===== src/rtl/cvm_pkg.sv =====
package cvm_pkg;
  typedef enum logic [2:0] {
    S_IDLE,
    S_LOAD,
    S_COMP,
    S_DRAIN,
    S_DONE
  } cvm_state_e;
endpackage


===== src/rtl/cvm_vec_buf.sv =====
module cvm_vec_buf #(
  parameter int DW    = 16,
  parameter int DEPTH = 4,
  localparam int IW   = $clog2(DEPTH)
) (
  input  logic          clk_i,
  input  logic          we_i,
  input  logic [IW-1:0] waddr_i,
  input  logic [DW-1:0] wre_i,
  input  logic [DW-1:0] wim_i,
  input  logic [IW-1:0] raddr_i,
  output logic [DW-1:0] rre_o,
  output logic [DW-1:0] rim_o
);
  logic [DW-1:0] mem_re [DEPTH];
  logic [DW-1:0] mem_im [DEPTH];

  always_ff @(posedge clk_i) begin
    if (we_i) begin
      mem_re[waddr_i] <= wre_i;
      mem_im[waddr_i] <= wim_i;
    end
  end

  assign rre_o = mem_re[raddr_i];
  assign rim_o = mem_im[raddr_i];
endmodule


===== src/rtl/cvm_ctrl.sv =====
module cvm_ctrl
  import cvm_pkg::*;
#(
  parameter int QUBITS = 2,
  localparam int N     = 1 << QUBITS,
  localparam int IW    = QUBITS
) (
  input  logic          clk_i,
  input  logic          rst_ni,
  input  logic          start_i,
  input  logic          vec_valid_i,
  input  logic          mat_valid_i,
  input  logic          out_valid_i,
  input  logic          out_ready_i,
  input  logic [IW-1:0] out_idx_i,
  output logic          vec_we_o,
  output logic [IW-1:0] vec_waddr_o,
  output logic          mat_ready_o,
  output logic          fire_o,
  output logic [IW-1:0] col_o,
  output logic [IW-1:0] row_o,
  output logic          first_o,
  output logic          last_o,
  output logic          done_o
);
  localparam logic [IW-1:0] LAST = IW'(N - 1);

  cvm_state_e    state_q;
  logic [IW-1:0] cnt_q, row_q, col_q;

  assign vec_we_o    = (state_q == S_LOAD) && vec_valid_i;
  assign vec_waddr_o = cnt_q;
  // Block the matrix while a finished row waits for the consumer
  assign mat_ready_o = (state_q == S_COMP) && (!out_valid_i || out_ready_i);
  assign fire_o      = mat_ready_o && mat_valid_i;
  assign col_o       = col_q;
  assign row_o       = row_q;
  assign first_o     = (col_q == '0);
  assign last_o      = (col_q == LAST);
  assign done_o      = (state_q == S_DONE);

  always_ff @(posedge clk_i or negedge rst_ni) begin
    if (!rst_ni) begin
      state_q <= S_IDLE;
      cnt_q   <= '0;
      row_q   <= '0;
      col_q   <= '0;
    end else begin
      unique case (state_q)
        S_IDLE: if (start_i) begin
          state_q <= S_LOAD;
          cnt_q   <= '0;
        end
        S_LOAD: if (vec_valid_i) begin
          cnt_q <= cnt_q + 1'b1;
          if (cnt_q == LAST) begin
            state_q <= S_COMP;
            row_q   <= '0;
            col_q   <= '0;
          end
        end
        S_COMP: if (fire_o) begin
          col_q <= col_q + 1'b1;
          if (col_q == LAST) begin
            row_q <= row_q + 1'b1;
            if (row_q == LAST) state_q <= S_DRAIN;
          end
        end
        S_DRAIN: if (out_valid_i && out_ready_i && out_idx_i == LAST) state_q <= S_DONE;
        S_DONE:  state_q <= S_IDLE;
        default: state_q <= S_IDLE;
      endcase
    end
  end

  p_done_after_last_r8: assert property (@(posedge clk_i) disable iff (!rst_ni)
    out_valid_i && out_ready_i && (out_idx_i == LAST) |=> done_o);

  p_done_single_r8: assert property (@(posedge clk_i) disable iff (!rst_ni)
    done_o |=> !done_o);

  p_no_ready_in_load_r10: assert property (@(posedge clk_i) disable iff (!rst_ni)
    vec_we_o |-> !mat_ready_o);
endmodule


===== src/rtl/cvm_cmac.sv =====
module cvm_cmac #(
  parameter int DW     = 16,
  parameter int FRAC   = 14,
  parameter int QUBITS = 2,
  localparam int IW    = QUBITS,
  localparam int PW    = 2 * DW + 1,
  localparam int AW    = PW + QUBITS
) (
  input  logic          clk_i,
  input  logic          rst_ni,
  input  logic          fire_i,
  input  logic          first_i,
  input  logic          last_i,
  input  logic [IW-1:0] row_i,
  input  logic [DW-1:0] x_re_i,
  input  logic [DW-1:0] x_im_i,
  input  logic [DW-1:0] m_re_i,
  input  logic [DW-1:0] m_im_i,
  input  logic          out_ready_i,
  output logic          out_valid_o,
  output logic [IW-1:0] out_idx_o,
  output logic [DW-1:0] out_re_o,
  output logic [DW-1:0] out_im_o
);
  localparam logic signed [AW:0] RND  = (AW + 1)'(1) << (FRAC - 1);
  localparam logic signed [AW:0] MAXV = {{(AW - DW + 2){1'b0}}, {(DW - 1){1'b1}}};
  localparam logic signed [AW:0] MINV = {{(AW - DW + 2){1'b1}}, {(DW - 1){1'b0}}};

  function automatic logic [DW-1:0] round_sat(input logic signed [AW-1:0] a);
    logic signed [AW:0] t;
    t = $signed({a[AW-1], a}) + RND;
    t = t >>> FRAC;
    if (t > MAXV) t = MAXV;
    else if (t < MINV) t = MINV;
    return t[DW-1:0];
  endfunction

  logic signed [PW-1:0] xr, xi, mr, mi, prod_re, prod_im;
  assign xr = PW'($signed(x_re_i));
  assign xi = PW'($signed(x_im_i));
  assign mr = PW'($signed(m_re_i));
  assign mi = PW'($signed(m_im_i));
  assign prod_re = xr * mr - xi * mi;
  assign prod_im = xi * mr + xr * mi;

  // Product stage
  logic                 p_valid, p_first, p_last;
  logic [IW-1:0]        p_row;
  logic signed [PW-1:0] p_re, p_im;

  always_ff @(posedge clk_i or negedge rst_ni) begin
    if (!rst_ni) begin
      p_valid <= 1'b0;
      p_first <= 1'b0;
      p_last  <= 1'b0;
      p_row   <= '0;
      p_re    <= '0;
      p_im    <= '0;
    end else begin
      p_valid <= fire_i;
      if (fire_i) begin
        p_first <= first_i;
        p_last  <= last_i;
        p_row   <= row_i;
        p_re    <= prod_re;
        p_im    <= prod_im;
      end
    end
  end

  // Accumulate stage
  logic signed [AW-1:0] acc_re, acc_im, sum_re, sum_im;
  assign sum_re = (p_first ? AW'(0) : acc_re) + AW'(p_re);
  assign sum_im = (p_first ? AW'(0) : acc_im) + AW'(p_im);

  always_ff @(posedge clk_i or negedge rst_ni) begin
    if (!rst_ni) begin
      acc_re <= '0;
      acc_im <= '0;
    end else if (p_valid) begin
      acc_re <= sum_re;
      acc_im <= sum_im;
    end
  end

  // Result holding register
  always_ff @(posedge clk_i or negedge rst_ni) begin
    if (!rst_ni) begin
      out_valid_o <= 1'b0;
      out_idx_o   <= '0;
      out_re_o    <= '0;
      out_im_o    <= '0;
    end else if (p_valid && p_last) begin
      out_valid_o <= 1'b1;
      out_idx_o   <= p_row;
      out_re_o    <= round_sat(sum_re);
      out_im_o    <= round_sat(sum_im);
    end else if (out_ready_i) begin
      out_valid_o <= 1'b0;
    end
  end

  p_hold_on_stall_r6: assert property (@(posedge clk_i) disable iff (!rst_ni)
    !p_valid |=> $stable(acc_re) && $stable(acc_im));

  p_out_hold_r7: assert property (@(posedge clk_i) disable iff (!rst_ni)
    out_valid_o && !out_ready_i |=> out_valid_o && $stable(out_idx_o)
                                    && $stable(out_re_o) && $stable(out_im_o));
endmodule


===== src/rtl/cvm_mac_engine.sv =====
module cvm_mac_engine #(
  parameter int QUBITS = 2,
  parameter int DATA_W = 16,
  parameter int FRAC_W = 14,
  localparam int N     = 1 << QUBITS,
  localparam int IW    = QUBITS
) (
  input  logic              clk_i,
  input  logic              rst_ni,
  input  logic              start_i,
  input  logic              vec_valid_i,
  input  logic [DATA_W-1:0] vec_re_i,
  input  logic [DATA_W-1:0] vec_im_i,
  input  logic              mat_valid_i,
  output logic              mat_ready_o,
  input  logic [DATA_W-1:0] mat_re_i,
  input  logic [DATA_W-1:0] mat_im_i,
  output logic              out_valid_o,
  input  logic              out_ready_i,
  output logic [IW-1:0]     out_idx_o,
  output logic [DATA_W-1:0] out_re_o,
  output logic [DATA_W-1:0] out_im_o,
  output logic              done_o
);
  logic              vec_we, fire, first, last;
  logic [IW-1:0]     vec_waddr, col, row;
  logic [DATA_W-1:0] x_re, x_im;

  cvm_ctrl #(.QUBITS(QUBITS)) u_ctrl (
    .clk_i       (clk_i),
    .rst_ni      (rst_ni),
    .start_i     (start_i),
    .vec_valid_i (vec_valid_i),
    .mat_valid_i (mat_valid_i),
    .out_valid_i (out_valid_o),
    .out_ready_i (out_ready_i),
    .out_idx_i   (out_idx_o),
    .vec_we_o    (vec_we),
    .vec_waddr_o (vec_waddr),
    .mat_ready_o (mat_ready_o),
    .fire_o      (fire),
    .col_o       (col),
    .row_o       (row),
    .first_o     (first),
    .last_o      (last),
    .done_o      (done_o)
  );

  cvm_vec_buf #(.DW(DATA_W), .DEPTH(N)) u_buf (
    .clk_i   (clk_i),
    .we_i    (vec_we),
    .waddr_i (vec_waddr),
    .wre_i   (vec_re_i),
    .wim_i   (vec_im_i),
    .raddr_i (col),
    .rre_o   (x_re),
    .rim_o   (x_im)
  );

  cvm_cmac #(.DW(DATA_W), .FRAC(FRAC_W), .QUBITS(QUBITS)) u_cmac (
    .clk_i       (clk_i),
    .rst_ni      (rst_ni),
    .fire_i      (fire),
    .first_i     (first),
    .last_i      (last),
    .row_i       (row),
    .x_re_i      (x_re),
    .x_im_i      (x_im),
    .m_re_i      (mat_re_i),
    .m_im_i      (mat_im_i),
    .out_ready_i (out_ready_i),
    .out_valid_o (out_valid_o),
    .out_idx_o   (out_idx_o),
    .out_re_o    (out_re_o),
    .out_im_o    (out_im_o)
  );
endmodule


===== config.mk =====
export PLATFORM = sky130hd
export DESIGN_NAME = cvm_mac_engine
export DESIGN_NICKNAME = d
export VERILOG_FILES = /design/src/rtl/cvm_pkg.sv /design/src/rtl/cvm_vec_buf.sv /design/src/rtl/cvm_ctrl.sv /design/src/rtl/cvm_cmac.sv /design/src/rtl/cvm_mac_engine.sv
export SDC_FILE = /design/constraint.sdc
export NUM_CORES = 2
export LEC_CHECK = 0
export ABC_AREA = 1
export ABC_CLOCK_PERIOD_IN_PS = 14800
export BUFFER_PORTS_ARGS = -buffer_cell sky130_fd_sc_hd__buf_2
export CAP_MARGIN = 15
export CORE_MARGIN = 2
export CORE_UTILIZATION = 40
export CTS_CLUSTER_DIAMETER = 50
export DETAILED_ROUTE_END_ITERATION = 6
export GPL_ROUTABILITY_DRIVEN = 0
export PLACE_DENSITY = 0.54
export SETUP_SLACK_MARGIN = 0.1
export SLEW_MARGIN = 20
export SYNTH_ARGS = -nofsm -noshare
export SYNTH_HDL_FRONTEND = slang
export SYNTH_SLANG_ARGS = --single-unit
export TNS_END_PERCENT = 10

===== constraint.sdc =====
create_clock -name clk_i -period 14.8 [get_ports clk_i]
set_input_delay 0.74 -clock clk_i [delete_from_list [all_inputs] [get_ports clk_i]]
set_output_delay 0.74 -clock clk_i [all_outputs]
set_load 0.02 [all_outputs]

==> flow_summary.toml <==
[run_status]
status = "finished clean"

[placement]
dp_hpwl_mm = 156
port_buffers = 106

[sta]
hold_viol = 0
tightest_slew_ps = 1130
max_freq_ghz = 0.0862
period_minus_slack_ps = 11610
fin_skew_ps = 29.1
setup_viol = 0
slew_headroom = 0.240
rsz0062_at_grt = "false"
fin_setup_tns_ps = 0
fin_crit_sh = 0.784
drv_slew = 0

[logic_synthesis]
ys_seq_area_frac = 0.139
avgSynthCellArea_um2 = 7.88
syn_area_um2 = 61100
synthAdderAreaFrac = 0.441
yosys_warnings = 0
synth_compound_area_frac = 0.0557
synth_fp_nets = 9340
synthCells = 7749
ys_ff_latch = 313
yosysUniqueCellTypes = 63
synth_mux_area_frac = 0
synth_simple_gate_area_frac = 0.206
synth_top_family_by_area = "adder cells"
synth_xor_area_frac = 0.0343

[setup_path]
end_kind = "register"
critical_path.top_delay_family = "adder cells"
cpPeakStageDelay_ps = 930
critPathBufInv = 9
worst_setup_path_start_kind = "register"
crit_fanout = 68
path_common_cell = "fa_1"
cp_data_required_time_ps = 15350
cpMaxStageDelayCell = "clkinv_1"
arrival_ps = 12150
path_class = "reg2reg"

[global_route]
grt_max_degree = 93
antenna_found_initial = 16
grt_use_total = 0.250
grt_pass1_wl_mm = 300
grt.overflow.total = 0
grt_pass1_vias = 51031

[flow_run]
drv_cap = 0

[clocking]
cts-htree-levels = 2
cts_buffers = 51
hold_buffers = 0
cts.path.max_buffers = 3
tritoncts = "built"
clk_pin_slew_worst_paths_ps = 60
postCtsResizedCells = 0
postCtsSetupBuffers = 0
cts_root_buf = "clkbuf_16"
cts_sinks = 313
clk-insertion-delay-late_ps = 640

[route]
initialDrtViolationCount = 3511
vias = 49583
detail-route-antenna-nets = 0
drt_first_pass_iters = 5
drc = 0
viasPerCell = 5.05
wl_per_cell_um = 19.5
wl_mm = 191

[layout]
area_growth_pct = 7.42
drive_above_1_share = 0.0573
fin_util = 0.432
nets = 9340

[hold_path]
hp-class = "in2async"

[die]
die_y_um = 395
core-area_um2 = 152000
rows = 143
initial_core_util = 0.403
die_area_um2 = 156000
ios = 107
dieWidth_um = 395
## sequential cells by signal (all words and copies together), names as in the netlist
signal              cells
u_cmac.p_valid          1
u_buf.mem_im           64
u_cmac.acc_re          35
u_cmac.p_re            33
u_ctrl.row_o            2
u_cmac.p_im            33
u_cmac.acc_im          35
u_buf.mem_re           64
u_ctrl.state_q          3
u_cmac.out_re_o        16
u_cmac.p_first          1
u_cmac.out_idx_o        2
u_cmac.out_im_o        16
u_ctrl.vec_waddr_o      2
u_cmac.p_row            2
u_ctrl.col_o            2
u_cmac.p_last           1
u_cmac.out_valid_o      1
## cell type report
cell class | count | area (um^2)
multi-input combinational | 5416 | 45000
antenna | 4 | 10.0
sequential | 313 | 8480
tap | 2030 | 2540
fill | 15675 | 86100
clock buffer | 58 | 1320
inverter | 1793 | 6730
timing repair buffer | 174 | 1090
clock inverter | 35 | 413
## synthesized netlist by cell type (all sizes together)
cell type,count,share of area
a211o,1,0.00014
and3,5,0.00051
inv,1775,0.11
o211ai,6,0.00074
o21bai,17,0.0021
a21oi,249,0.021
nand4,49,0.0051
and2,7,0.00076
o211a,1,0.00016
buf,21,0.0021
a221oi,7,0.0010
or4,4,0.00049
a2111oi,8,0.0011
nor4,8,0.00082
or2,10,0.0010
nand3b,12,0.0017
o221ai,5,0.00072
o21a,14,0.0017
clkinv,18,0.0011
xnor2,126,0.018
a21boi,21,0.0026
a21o,12,0.0015
o2111ai,1,0.00014
dfrtp,185,0.076
clkbuf,206,0.013
xor2,113,0.016
nor3,29,0.0027
nand3,192,0.017
a22oi,1,0.00012
o31ai,4,0.00049
edfxtp,128,0.063
nor2,948,0.062
o221a,1,0.00018
o21ai,221,0.018
nor2b,1,0.00010
a31oi,28,0.0029
o22ai,5,0.00051
ha,469,0.096
nand2,1788,0.11
a32o,1,0.00016
fa,1052,0.34
## cell usage in the layout (no fill, tap or decap), types with 11 or more instances in the layout
| cell type | synthesis | routed |
|---|---|---|
| dfrtp_1 | 185 | 183 |
| o21bai_1 | 17 | 17 |
| nor2_1 | 899 | 895 |
| inv_1 | 1763 | 1759 |
| nand2_2 | 62 | 62 |
| a21oi_2 | 11 | 11 |
| xnor2_1 | 126 | 124 |
| ha_1 | 469 | 469 |
| a21boi_0 | 18 | 18 |
| nand4_1 | 48 | 48 |
| o21ai_0 | 212 | 212 |
| inv_6 | 0 | 12 |
| clkinv_1 | 18 | 20 |
| fa_1 | 1052 | 1052 |
| o21a_1 | 14 | 14 |
| edfxtp_1 | 128 | 128 |
| buf_4 | 0 | 65 |
| a21oi_1 | 237 | 237 |
| nor2_2 | 33 | 33 |
| a31oi_1 | 28 | 28 |
| nand3_1 | 177 | 177 |
| nand2_1 | 1720 | 1719 |
| xor2_1 | 113 | 113 |
| nor3_1 | 26 | 26 |
| nor2_4 | 14 | 18 |
| clkbuf_16 | 0 | 51 |
| a21o_1 | 12 | 12 |
| buf_2 | 2 | 105 |
| inv_2 | 12 | 15 |
| nand3b_1 | 11 | 11 |
| nand3_2 | 12 | 12 |
## cells by family after synthesis
| group | after synthesis |
|---|---|
| simple gates | 3053 |
| buf+inv | 2020 |
| fa+ha+maj | 1521 |
| compound gates | 603 |
| flops | 313 |
| xor+xnor | 239 |
## per-stage QoR
step / worst slack (ps) / std cells / hold slack [ps] / cell area (um^2)
global route: 2710 / 9820 / 174 / 65600
detailed placement: 3250 / 9726 / 460 / 63900
finish: 3190 / 9823 / 126 / 65600
CTS: 3220 / 9819 / 136 / 65600
floorplan: 6790 / 7749 / 442 / 61100
global placement: 3390 / 9723 / 455 / 63800
## path summary, 6_finish.rpt
path / from / end / slack (ps) / depth (start not counted)
min: rst_ni / u_cmac.acc_re[8] / 130 / 1
min in group clk_i: vec_im_i[15] / u_buf.mem_im[3][15] / 320 / 1
max: u_ctrl.col_o[0] / u_cmac.p_re[29] / 3190 / 34
max in group asynchronous: rst_ni / u_cmac.acc_im[2] / 13350 / 2
max reg2reg: u_ctrl.col_o[0] / u_cmac.p_re[29] / 3190 / 34
min reg2reg: u_cmac.p_row[1] / u_cmac.out_idx_o[1] / 470 / 2
## metal layers
metal	GRT usage	vias up	part of all wire
li1	-	23081	-
met1	0.339	24590	0.43
met2	0.406	1560	0.45
met3	0.0422	344	0.072
met4	0.0836	8	0.039
met5	0	-	0.00030
Power is not shown: default switching activity piles up to over one toggle a cycle in this logic, so the estimate is an artifact.
